==> config.mk <==
export PLATFORM = sky130hd
export DESIGN_NAME = masked_and_dom
export DESIGN_NICKNAME = d
export VERILOG_FILES = /design/src/rtl/dom_and_pkg.sv /design/src/rtl/dom_cross_terms.sv /design/src/rtl/dom_term_reg.sv /design/src/rtl/dom_compress.sv /design/src/rtl/masked_and_dom.sv
export SDC_FILE = /design/constraint.sdc
export NUM_CORES = 1
export LEC_CHECK = 0
export ABC_AREA = 1
export BUFFER_PORTS_ARGS = -buffer_cell sky130_fd_sc_hd__clkbuf_2
export CAP_MARGIN = 5
export CORE_ASPECT_RATIO = 1.4
export CORE_MARGIN = 5
export CORE_UTILIZATION = 40
export DETAILED_ROUTE_END_ITERATION = 8
export SKIP_LAST_GASP = 1
export SYNTH_ARGS = -nofsm -noshare
export SYNTH_HDL_FRONTEND = slang
export SYNTH_SLANG_ARGS = --single-unit
export TNS_END_PERCENT = 100
==> constraint.sdc <==
create_clock -name clk -period 0.9 [get_ports clk]
set_input_delay 0.045 -clock clk [delete_from_list [all_inputs] [get_ports clk]]
set_output_delay 0.045 -clock clk [all_outputs]
set_load 0.01 [all_outputs]
==> src/rtl/dom_and_pkg.sv <==
package dom_and_pkg;
   // Choice of how the compressed shares leave the block
   typedef enum logic {
      ZOUT_COMB = 1'b0,   // fold combinationally after the term register
      ZOUT_FLOP = 1'b1    // fold into an output register (one more cycle)
   } zout_mode_e;

   // Result latency for a given output mode
   function automatic int unsigned zout_latency(zout_mode_e m);
      return (m == ZOUT_FLOP) ? 2 : 1;
   endfunction
endpackage

==> src/rtl/dom_cross_terms.sv <==
module dom_cross_terms #(
   parameter int unsigned WIDTH = 8
) (
   input  logic [WIDTH-1:0] x_a,
   input  logic [WIDTH-1:0] x_b,
   input  logic [WIDTH-1:0] y_a,
   input  logic [WIDTH-1:0] y_b,
   input  logic [WIDTH-1:0] rnd,
   output logic [WIDTH-1:0] t_aa,
   output logic [WIDTH-1:0] t_ab,
   output logic [WIDTH-1:0] t_ba,
   output logic [WIDTH-1:0] t_bb
);
   initial begin
      width_ok_chk : assert (WIDTH >= 1)
         else $error("dom_cross_terms: WIDTH must be at least 1");
   end

   // One slice per bit: inner-domain products stay bare,
   // cross-domain products share the same fresh bit.
   for (genvar g = 0; g < WIDTH; g++) begin : g_bit
      always_comb begin
         t_aa[g] = x_a[g] & y_a[g];
         t_ab[g] = (x_a[g] & y_b[g]) ^ rnd[g];
         t_ba[g] = (x_b[g] & y_a[g]) ^ rnd[g];
         t_bb[g] = x_b[g] & y_b[g];
      end
   end
endmodule

==> src/rtl/dom_term_reg.sv <==
module dom_term_reg #(
   parameter int unsigned WIDTH = 8
) (
   input  logic             clk,
   input  logic             rst,
   input  logic             load,
   input  logic [WIDTH-1:0] d_aa,
   input  logic [WIDTH-1:0] d_ab,
   input  logic [WIDTH-1:0] d_ba,
   input  logic [WIDTH-1:0] d_bb,
   output logic             q_vld,
   output logic [WIDTH-1:0] q_aa,
   output logic [WIDTH-1:0] q_ab,
   output logic [WIDTH-1:0] q_ba,
   output logic [WIDTH-1:0] q_bb
);
   initial begin
      width_ok_chk : assert (WIDTH >= 1)
         else $error("dom_term_reg: WIDTH must be at least 1");
   end

   // All four terms are captured together; nothing folds before this edge.
   always_ff @(posedge clk) begin
      if (rst) begin
         q_vld <= 1'b0;
         q_aa  <= '0;
         q_ab  <= '0;
         q_ba  <= '0;
         q_bb  <= '0;
      end else begin
         q_vld <= load;
         if (load) begin
            q_aa <= d_aa;
            q_ab <= d_ab;
            q_ba <= d_ba;
            q_bb <= d_bb;
         end
      end
   end


   term_clear_chk : assert property (@(posedge clk)
      rst |=> (!q_vld && q_aa == '0 && q_ab == '0 && q_ba == '0 && q_bb == '0));


   term_accept_chk : assert property (@(posedge clk) disable iff (rst)
      load |=> q_vld);
endmodule

==> src/rtl/dom_compress.sv <==
module dom_compress
   import dom_and_pkg::*;
#(
   parameter int unsigned WIDTH = 8,
   parameter zout_mode_e  ZOUT  = ZOUT_FLOP
) (
   input  logic             clk,
   input  logic             rst,
   input  logic             t_vld,
   input  logic [WIDTH-1:0] t_aa,
   input  logic [WIDTH-1:0] t_ab,
   input  logic [WIDTH-1:0] t_ba,
   input  logic [WIDTH-1:0] t_bb,
   output logic             z_vld,
   output logic [WIDTH-1:0] z_a,
   output logic [WIDTH-1:0] z_b
);
   logic [WIDTH-1:0] fold_a;
   logic [WIDTH-1:0] fold_b;

   initial begin
      width_ok_chk : assert (WIDTH >= 1)
         else $error("dom_compress: WIDTH must be at least 1");
   end

   // Each domain folds only its own two terms.
   always_comb begin
      fold_a = t_aa ^ t_ab;
      fold_b = t_ba ^ t_bb;
   end

   if (ZOUT == ZOUT_FLOP) begin : g_flop
      always_ff @(posedge clk) begin
         if (rst) begin
            z_vld <= 1'b0;
            z_a   <= '0;
            z_b   <= '0;
         end else begin
            z_vld <= t_vld;
            if (t_vld) begin
               z_a <= fold_a;
               z_b <= fold_b;
            end
         end
      end


      zout_hold_chk : assert property (@(posedge clk) disable iff (rst)
         !t_vld |=> ($stable(z_a) && $stable(z_b)));


      zout_follow_chk : assert property (@(posedge clk) disable iff (rst)
         t_vld |=> z_vld);
   end else begin : g_comb
      always_comb begin
         z_vld = t_vld;
         z_a   = fold_a;
         z_b   = fold_b;
      end
   end
endmodule

==> src/rtl/masked_and_dom.sv <==
module masked_and_dom
   import dom_and_pkg::*;
#(
   parameter int unsigned WIDTH = 8,
   parameter zout_mode_e  ZOUT  = ZOUT_FLOP
) (
   input  logic             clk,
   input  logic             rst,
   input  logic             in_valid,
   input  logic [WIDTH-1:0] x_a,
   input  logic [WIDTH-1:0] x_b,
   input  logic [WIDTH-1:0] y_a,
   input  logic [WIDTH-1:0] y_b,
   input  logic [WIDTH-1:0] rnd,
   output logic             out_valid,
   output logic [WIDTH-1:0] z_a,
   output logic [WIDTH-1:0] z_b
);
   localparam int unsigned LAT = zout_latency(ZOUT);

   logic [WIDTH-1:0] c_aa, c_ab, c_ba, c_bb;
   logic [WIDTH-1:0] r_aa, r_ab, r_ba, r_bb;
   logic             r_vld;

   initial begin
      width_ok_chk : assert (WIDTH >= 1)
         else $error("masked_and_dom: WIDTH must be at least 1");
      lat_ok_chk : assert (LAT == 1 || LAT == 2)
         else $error("masked_and_dom: unexpected latency");
   end

   dom_cross_terms #(.WIDTH(WIDTH)) i_terms (
      .x_a (x_a),  .x_b (x_b),
      .y_a (y_a),  .y_b (y_b),
      .rnd (rnd),
      .t_aa(c_aa), .t_ab(c_ab), .t_ba(c_ba), .t_bb(c_bb)
   );

   dom_term_reg #(.WIDTH(WIDTH)) i_treg (
      .clk  (clk),  .rst (rst),  .load(in_valid),
      .d_aa (c_aa), .d_ab(c_ab), .d_ba(c_ba), .d_bb(c_bb),
      .q_vld(r_vld),
      .q_aa (r_aa), .q_ab(r_ab), .q_ba(r_ba), .q_bb(r_bb)
   );

   dom_compress #(.WIDTH(WIDTH), .ZOUT(ZOUT)) i_fold (
      .clk  (clk),  .rst (rst),  .t_vld(r_vld),
      .t_aa (r_aa), .t_ab(r_ab), .t_ba(r_ba), .t_bb(r_bb),
      .z_vld(out_valid), .z_a(z_a), .z_b(z_b)
   );


   reset_state_chk : assert property (@(posedge clk)
      $past(rst) |-> (!out_valid && z_a == '0 && z_b == '0));


   unmask_chk : assert property (@(posedge clk) disable iff (rst)
      out_valid |-> ((z_a ^ z_b) ==
         (($past(x_a, LAT) ^ $past(x_b, LAT)) & ($past(y_a, LAT) ^ $past(y_b, LAT)))));


   share_a_chk : assert property (@(posedge clk) disable iff (rst)
      out_valid |-> (z_a == (($past(x_a, LAT) & $past(y_a, LAT)) ^
                             ($past(x_a, LAT) & $past(y_b, LAT)) ^ $past(rnd, LAT))));


   no_spurious_chk : assert property (@(posedge clk) disable iff (rst)
      !in_valid |=> !r_vld);
endmodule

==> impl_metrics.csv, run 1 <==
group,metric,value,unit
status,outcome,"finished, final reports clean",
route,wl,5170,um
synthesis,ys_types,17,
synthesis,ys_warn_count,0,
job,maxCapViolCount,0,
pwr,internal_power,3.22,mW
sta,rsz0062_at_grt,"true",
pwr,cellLeakagePower,1.48,nW
clocking,cts_setup_buffers,0,
critical_path,startpoint,"i_fold.z_a[0]$_SDFFE_PP0P_",
critical_path,critPathLaunchType,"flip-flop",
route,first_pass_iters,4,
synthesis,synth-edff-count,0,
synthesis,syn_area,0.00256,sq mm
global_route,first_global_vias,2067,
route,vias,2278,
pwr,combPwrFrac,17.7,%
pwr,seqPwrFrac,55.3,%
final_layout,syn2layout_area_growth,16.3,%
die,io-pin-count,60,
pwr,finalPower,4.43,mW
place,place_inst,490,
synthesis,synthCells,367,
die,die_area,0.00813,sq mm
sta,clock_skew,3.30,ps
sta,final-hold-violation-count,0,
clocking,path_clk_slew,80,ps
synthesis,yosysMostFrequentCell,"nand2_1",
route,first_iter_violations,95,
synthesis,synth_common_cells,"nand2_1, inv_1, dfxtp_1",
place,port_buffers,59,
synthesis,syn-num-nets,410,
synthesis,synth_area_per_cell,6.98,sq um
sta,worst_pin_slew,299,ps
place,hpwl,3960,um
synthesis,async_flop_share,0,%
synthesis,yosys.area.top_type_share,39.1,%
die,die_w,77.6,um
critical_path,required,850,ps
critical_path,worstPathCellList,"clkbuf_2",
pwr,power_frac_clock,27.0,%
route,wire_per_inst,10.4,um
critical_path,cpLargestDelayFamily,"flip-flops",
critical_path,critPathSlowestCell,"dfxtp_1",
critical_path,arrival,830,ps
pwr,switchingPower,1.21,mW
sta,slew_viol_final,0,
final_layout,nets,469,
die,start_util,41.2,%
synthesis,yosys-top-cells-area,"dfxtp_1, nand2_1, nand3_1",
clocking,numCtsBuffers,5,
sta,setup_ws,26.6,ps
route,route.detailed.drc,0,
global_route,gr-usage-all-layers,13.1,%
pwr,vdd_ir_drop_max,662,uV
critical_path,crit_type,"reg2out",
critical_path,worstPathBufferInverterCount,1,
final_layout,finalNonFillerCells,498,
die,core-area,0.00621,sq mm
sta,slew_headroom,80.1,%
die,die_y,105,um
clocking,cts_tree,"built",
min_path,holdCritStartpoint,"y_a[6]",
pwr,p_sw_share,27.3,%
route,ant_nets,0,
clocking,cts_max_level,2,
sta,fin_crit,873,ps
global_route,grt_pass1_wl,9000,um
pwr,power_density,1490,mW/mm^2
critical_path,cpPeakStageDelay,390,ps
synthesis,ys_ff_latch,50,
synthesis,synth_flop_cell,"dfxtp_1",
clocking,cts_sinks,50,
place,finalWeightedCongestion,0.716,
place,post-place-ws,41.1,ps
sta,setup_viol,0,
synthesis,synth_seq_area_share,39.1,%
final_layout,drive_gt1_share,27.0,%
clocking,clk_latency,290,ps
die,rows,34,
critical_path,r2r_start,"i_treg.q_vld$_SDFF_PP0_",
route,viasPerCell,4.57,
min_path,hp-class,"in2reg",
global_route,grt-ovfl-total,0,
final_layout,diodes,0,
sta,fmax,1140,MHz
critical_path,cp_max_fo,2,
clocking,cts_buffer_depth,2,
synthesis,synth_largest_area_cell,"dfxtp_1",
sta,period_share,97.0,%
global_route,grt_antenna_before_repair,0,
clocking,cts_root_buffer,"clkbuf_8",
global_route,grt_max_degree,21,
critical_path,critPathCaptureType,"output pin",
==> tightest hold or removal path: cells and delay by family <==
kind | cells | cell delay (ps)
buffers and inverters | 1 | 100
and+or+nand+nor | 1 | 70
AOI/OAI and AO/OA | 1 | 50
==> through the flow <==
stage                     setup TNS (ps)  area (sq um)  utilization [%]  hold WS [ps]
after detailed placement               0          2880             46.4           321
after global routing               -58.5          2980             47.9          13.7
after CTS                              0          2970             47.8          2.91
after global placement                 0          2880             46.4           312
after floorplan                        0          2560                -           186
final                                  0          2980             47.9          17.8
==> power groups by stage <==
stage | Combinational, mW | Sequential [mW] | Clock, mW
after floorplan | 0.525 | 2.50 | 0
after global placement | 0.774 | 2.50 | 0
after detailed placement | 0.790 | 2.50 | 0
after CTS | 0.797 | 2.45 | 1.28
after global routing | 0.899 | 2.47 | 1.34
final | 0.784 | 2.45 | 1.19
==> layout make-up <==
cell class / instances / area, sq um
multi-input cells: 242 / 1180
clock buffers: 7 / 76.3
inverters: 60 / 233
repair buffers: 67 / 395
fillers: 652 / 3230
well taps: 72 / 90.1
flip-flops and latches: 50 / 1000
==> metal layers <==
metal,part of all wire [%],vias to the layer above,global-route usage (%),wire (um)
met3,3.6,4,2.24,185
met2,51,34,23.4,2630
li1,-,1252,-,-
met5,0,-,0,0
met4,1.2,0,5.16,64
met1,44,988,15.3,2290
==> flip-flops by register name, indices dropped and copies added (netlist names) <==
register,flops
i_fold.z_a,8
i_fold.z_b,8
i_treg.q_aa,8
i_treg.q_ab,8
i_treg.q_ba,8
i_treg.q_bb,8
i_fold.z_vld,1
i_treg.q_vld,1
==> layout by cell type, fill, tap and decap left out <==
master | synthesis | layout
clkbuf_2 | 0 | 59
nor2_1 | 33 | 31
buf_12 | 0 | 3
nor2_2 | 0 | 2
a21oi_2 | 14 | 14
clkbuf_1 | 0 | 2
o21ai_1 | 1 | 1
buf_4 | 2 | 4
dfxtp_2 | 0 | 2
nand2_1 | 112 | 112
dlygate4sd3_1 | 0 | 1
dfxtp_1 | 50 | 48
a21oi_1 | 2 | 2
o21ai_0 | 8 | 8
o21ai_2 | 23 | 23
inv_1 | 58 | 58
nand2_4 | 1 | 1
inv_2 | 1 | 1
inv_8 | 1 | 1
nand3_1 | 48 | 48
clkbuf_8 | 0 | 5
==> logic make-up (layout without fill, tap and decap cells) <==
kind of cell	after synthesis	count (layout)	synth area share (%)
AOI/OAI and AO/OA	48	48	14.8
buffers and inverters	75	134	15.0
DFF	50	50	39.1
and+or+nand+nor	194	194	31.1
==> final timing paths <==
| path | end | slack, ps | cells past startpoint |
|---|---|---|---|
| max | z_a[0] | 30 | 1 |
| min | i_treg.q_aa[6]$_SDFFE_PP0P_ | 20 | 3 |
| max reg2reg | i_fold.z_a[4]$_SDFFE_PP0P_ | 60 | 5 |
| min reg2reg | i_treg.q_aa[4]$_SDFFE_PP0P_ | 500 | 2 |
==> repair_timing <==
action	in CTS	in global routing
hold buffers	1	0
endpoints found under the hold margin	1	0
endpoints found under the setup margin	0	17
gates resized for setup	0	4
Power figures use the tool's default switching activity.
==> run 2, diff against run 1 <==
--- a/config.mk
+++ b/config.mk
@@ -11,6 +11,7 @@
 export CORE_ASPECT_RATIO = 1.4
 export CORE_MARGIN = 5
 export CORE_UTILIZATION = 40
+export CTS_BUF_LIST = sky130_fd_sc_hd__clkbuf_8 sky130_fd_sc_hd__clkbuf_16
 export DETAILED_ROUTE_END_ITERATION = 8
 export SKIP_LAST_GASP = 1
 export SYNTH_ARGS = -nofsm -noshare
==> constraint.sdc (replaced) <==
create_clock -name clk -period 1.1 [get_ports clk]
set_input_delay 0.055 -clock clk [delete_from_list [all_inputs] [get_ports clk]]
set_output_delay 0.055 -clock clk [all_outputs]
set_load 0.01 [all_outputs]
==> run 2 against run 1 <==
Compared with the run above: flip-flop and latch count stayed put; first-iteration DRC count down 4.2%; hold slack worse by 4.1 ps; register-to-register slack improved by 170 ps; via count is 0.18% higher; clock power decreased by 8%; critical path type is now reg2reg.
==> impl_metrics.csv, run 2 (synthesis gave the netlist of run 1 again) <==
group,metric,value,unit
sta,rsz0062_at_grt,"false",
route,first_iter_violations,91,
die,die_area,0.00813,sq mm
global_route,first_global_vias,2060,
die,core-area,0.00621,sq mm
clocking,path_clk_slew,90,ps
sta,setup_tns,0,ps
route,wire_per_inst,10.6,um
route,viasPerCell,4.60,
clocking,cts_max_level,2,
sta,fmax,1160,MHz
critical_path,critPathLaunchType,"flip-flop",
final_layout,seq_area,0.00100,sq mm
global_route,grt-ovfl-total,0,
global_route,gr-usage-all-layers,13.2,%
route,wl,5280,um
pwr,power_density,1260,mW/mm^2
status,outcome,"finished, final reports clean",
final_layout,fill_cells,628,
sta,period_share,78.7,%
die,rows,34,
critical_path,r2r-end,"i_fold.z_a[2]$_SDFFE_PP0P_",
critical_path,critPathSlowestCell,"dfxtp_1",
route,route.detailed.drc,0,
critical_path,worstPathCellList,"buf_4 -> nor2_1 -> nor2_1 -> nand2_1 -> inv_1",
place,finalWeightedCongestion,0.771,
clocking,numCtsBuffers,5,
global_route,grt_max_degree,34,
min_path,holdPathEnd,"i_treg.q_aa[4]$_SDFFE_PP0P_",
die,start_util,41.2,%
final_layout,nets,466,
min_path,holdCritStartpoint,"y_a[4]",
clocking,cts_hold_buf,0,
route,ant_nets,0,
final_layout,final_cell_mix,"nand2_1, clkbuf_2, inv_1",
job,maxCapViolCount,0,
die,io-pin-count,60,
place,port_buffers,59,
sta,slew_headroom,80.2,%
final_layout,final_util,47.5,%
min_path,hold-path-cell-count,3,
sta,worst_pin_slew,297,ps
sta,setup_viol,0,
route,first_pass_iters,4,
final_layout,drive_gt1_share,26.4,%
clocking,cts_setup_buffers,0,
sta,holdWs,13.6,ps
global_route,grt_antenna_before_repair,0,
sta,clock_skew,5.92,ps
pwr,vdd_ir_drop_max,491,uV
sta,slew_viol_final,0,
route,vias,2282,
min_path,hp-class,"in2reg",
place,hpwl,3860,um
clocking,cts_resized,0,
final_layout,syn2layout_area_growth,15.2,%
clocking,cts_root_buffer,"clkbuf_8",
critical_path,required,1340,ps
critical_path,crit_top_cell,"nor2_1",
pwr,cellLeakagePower,1.47,nW
critical_path,critPathCaptureType,"flip-flop",
die,die_y,105,um
pwr,finalPower,3.73,mW
final_layout,final_area,0.00295,sq mm
place,place_area,0.00286,sq mm
clocking,clk_latency,300,ps
critical_path,crit_type,"reg2reg",
critical_path,arrival,1110,ps
clocking,cts_tree,"built",
die,die_w,77.6,um
sta,fin_crit,865,ps
final_layout,final_common_cell,"nand2_1",
critical_path,cpPeakStageDelay,390,ps
final_layout,multi_input_area,0.00117,sq mm
critical_path,r2r_setup_slack,230,ps
critical_path,cp_max_fo,10,
critical_path,r2r_start,"i_treg.q_vld$_SDFF_PP0_",
clocking,cts_sinks,50,
sta,final-hold-violation-count,0,
clocking,cts_buffer_depth,2,
final_layout,diodes,0,
global_route,grt_pass1_wl,8990,um
critical_path,r2r_cells,5,
## run 2: report_power, final
group,internal (mW),total (mW),leakage (nW),switching (mW)
sequential,1.92,2.00,0.412,0.0794
clock,0.506,1.10,0.0472,0.594
combinational,0.261,0.630,1.01,0.369
## run 2: critical path, delay by kind of cell, from the launching register on
family,cells,cell delay [ps]
flops,1,390
buf+inv,2,230
simple gates,3,200
## run 2: stage by stage
step	setup WS, ps	instances
after floorplan	237	367
after global placement	235	488
after detailed placement	199	488
after CTS	209	496
after global routing	122	496
final	235	496
## run 2: worst max-delay path by stage
stage	startpoint	endpoint	slack, ps	depth (start not counted)
final	i_treg.q_vld$_SDFF_PP0_	i_fold.z_a[2]$_SDFFE_PP0P_	230	5
after global routing	i_treg.q_vld$_SDFF_PP0_	i_fold.z_b[7]$_SDFFE_PP0P_	120	5
after CTS	i_fold.z_a[0]$_SDFFE_PP0P_	z_a[0]	210	1
after detailed placement	rst	i_treg.q_bb[7]$_SDFFE_PP0P_	200	4
after global placement	rst	i_treg.q_aa[0]$_SDFFE_PP0P_	240	4
after floorplan	i_treg.q_vld$_SDFF_PP0_	i_fold.z_a[5]$_SDFFE_PP0P_	240	6
## run 2: cell type report
| cell class | count | area share [%] |
|---|---|---|
| sequential | 50 | 33.9 |
| inverter | 60 | 7.88 |
| tap | 72 | 3.05 |
| timing repair buffer | 64 | 12.1 |
| clock buffer | 6 | 2.80 |
| clock inverter | 2 | 0.424 |
| multi-input combinational | 242 | 39.8 |
## run 2: routing by layer
| metal | GRT usage (%) | part of all wire, % | vias up |
|---|---|---|---|
| met5 | 0 | 0 | - |
| met4 | 4.05 | 1.3 | 0 |
| met3 | 2.24 | 3.7 | 6 |
| met2 | 22.8 | 49 | 39 |
| met1 | 16.4 | 46 | 993 |
| li1 | - | - | 1244 |
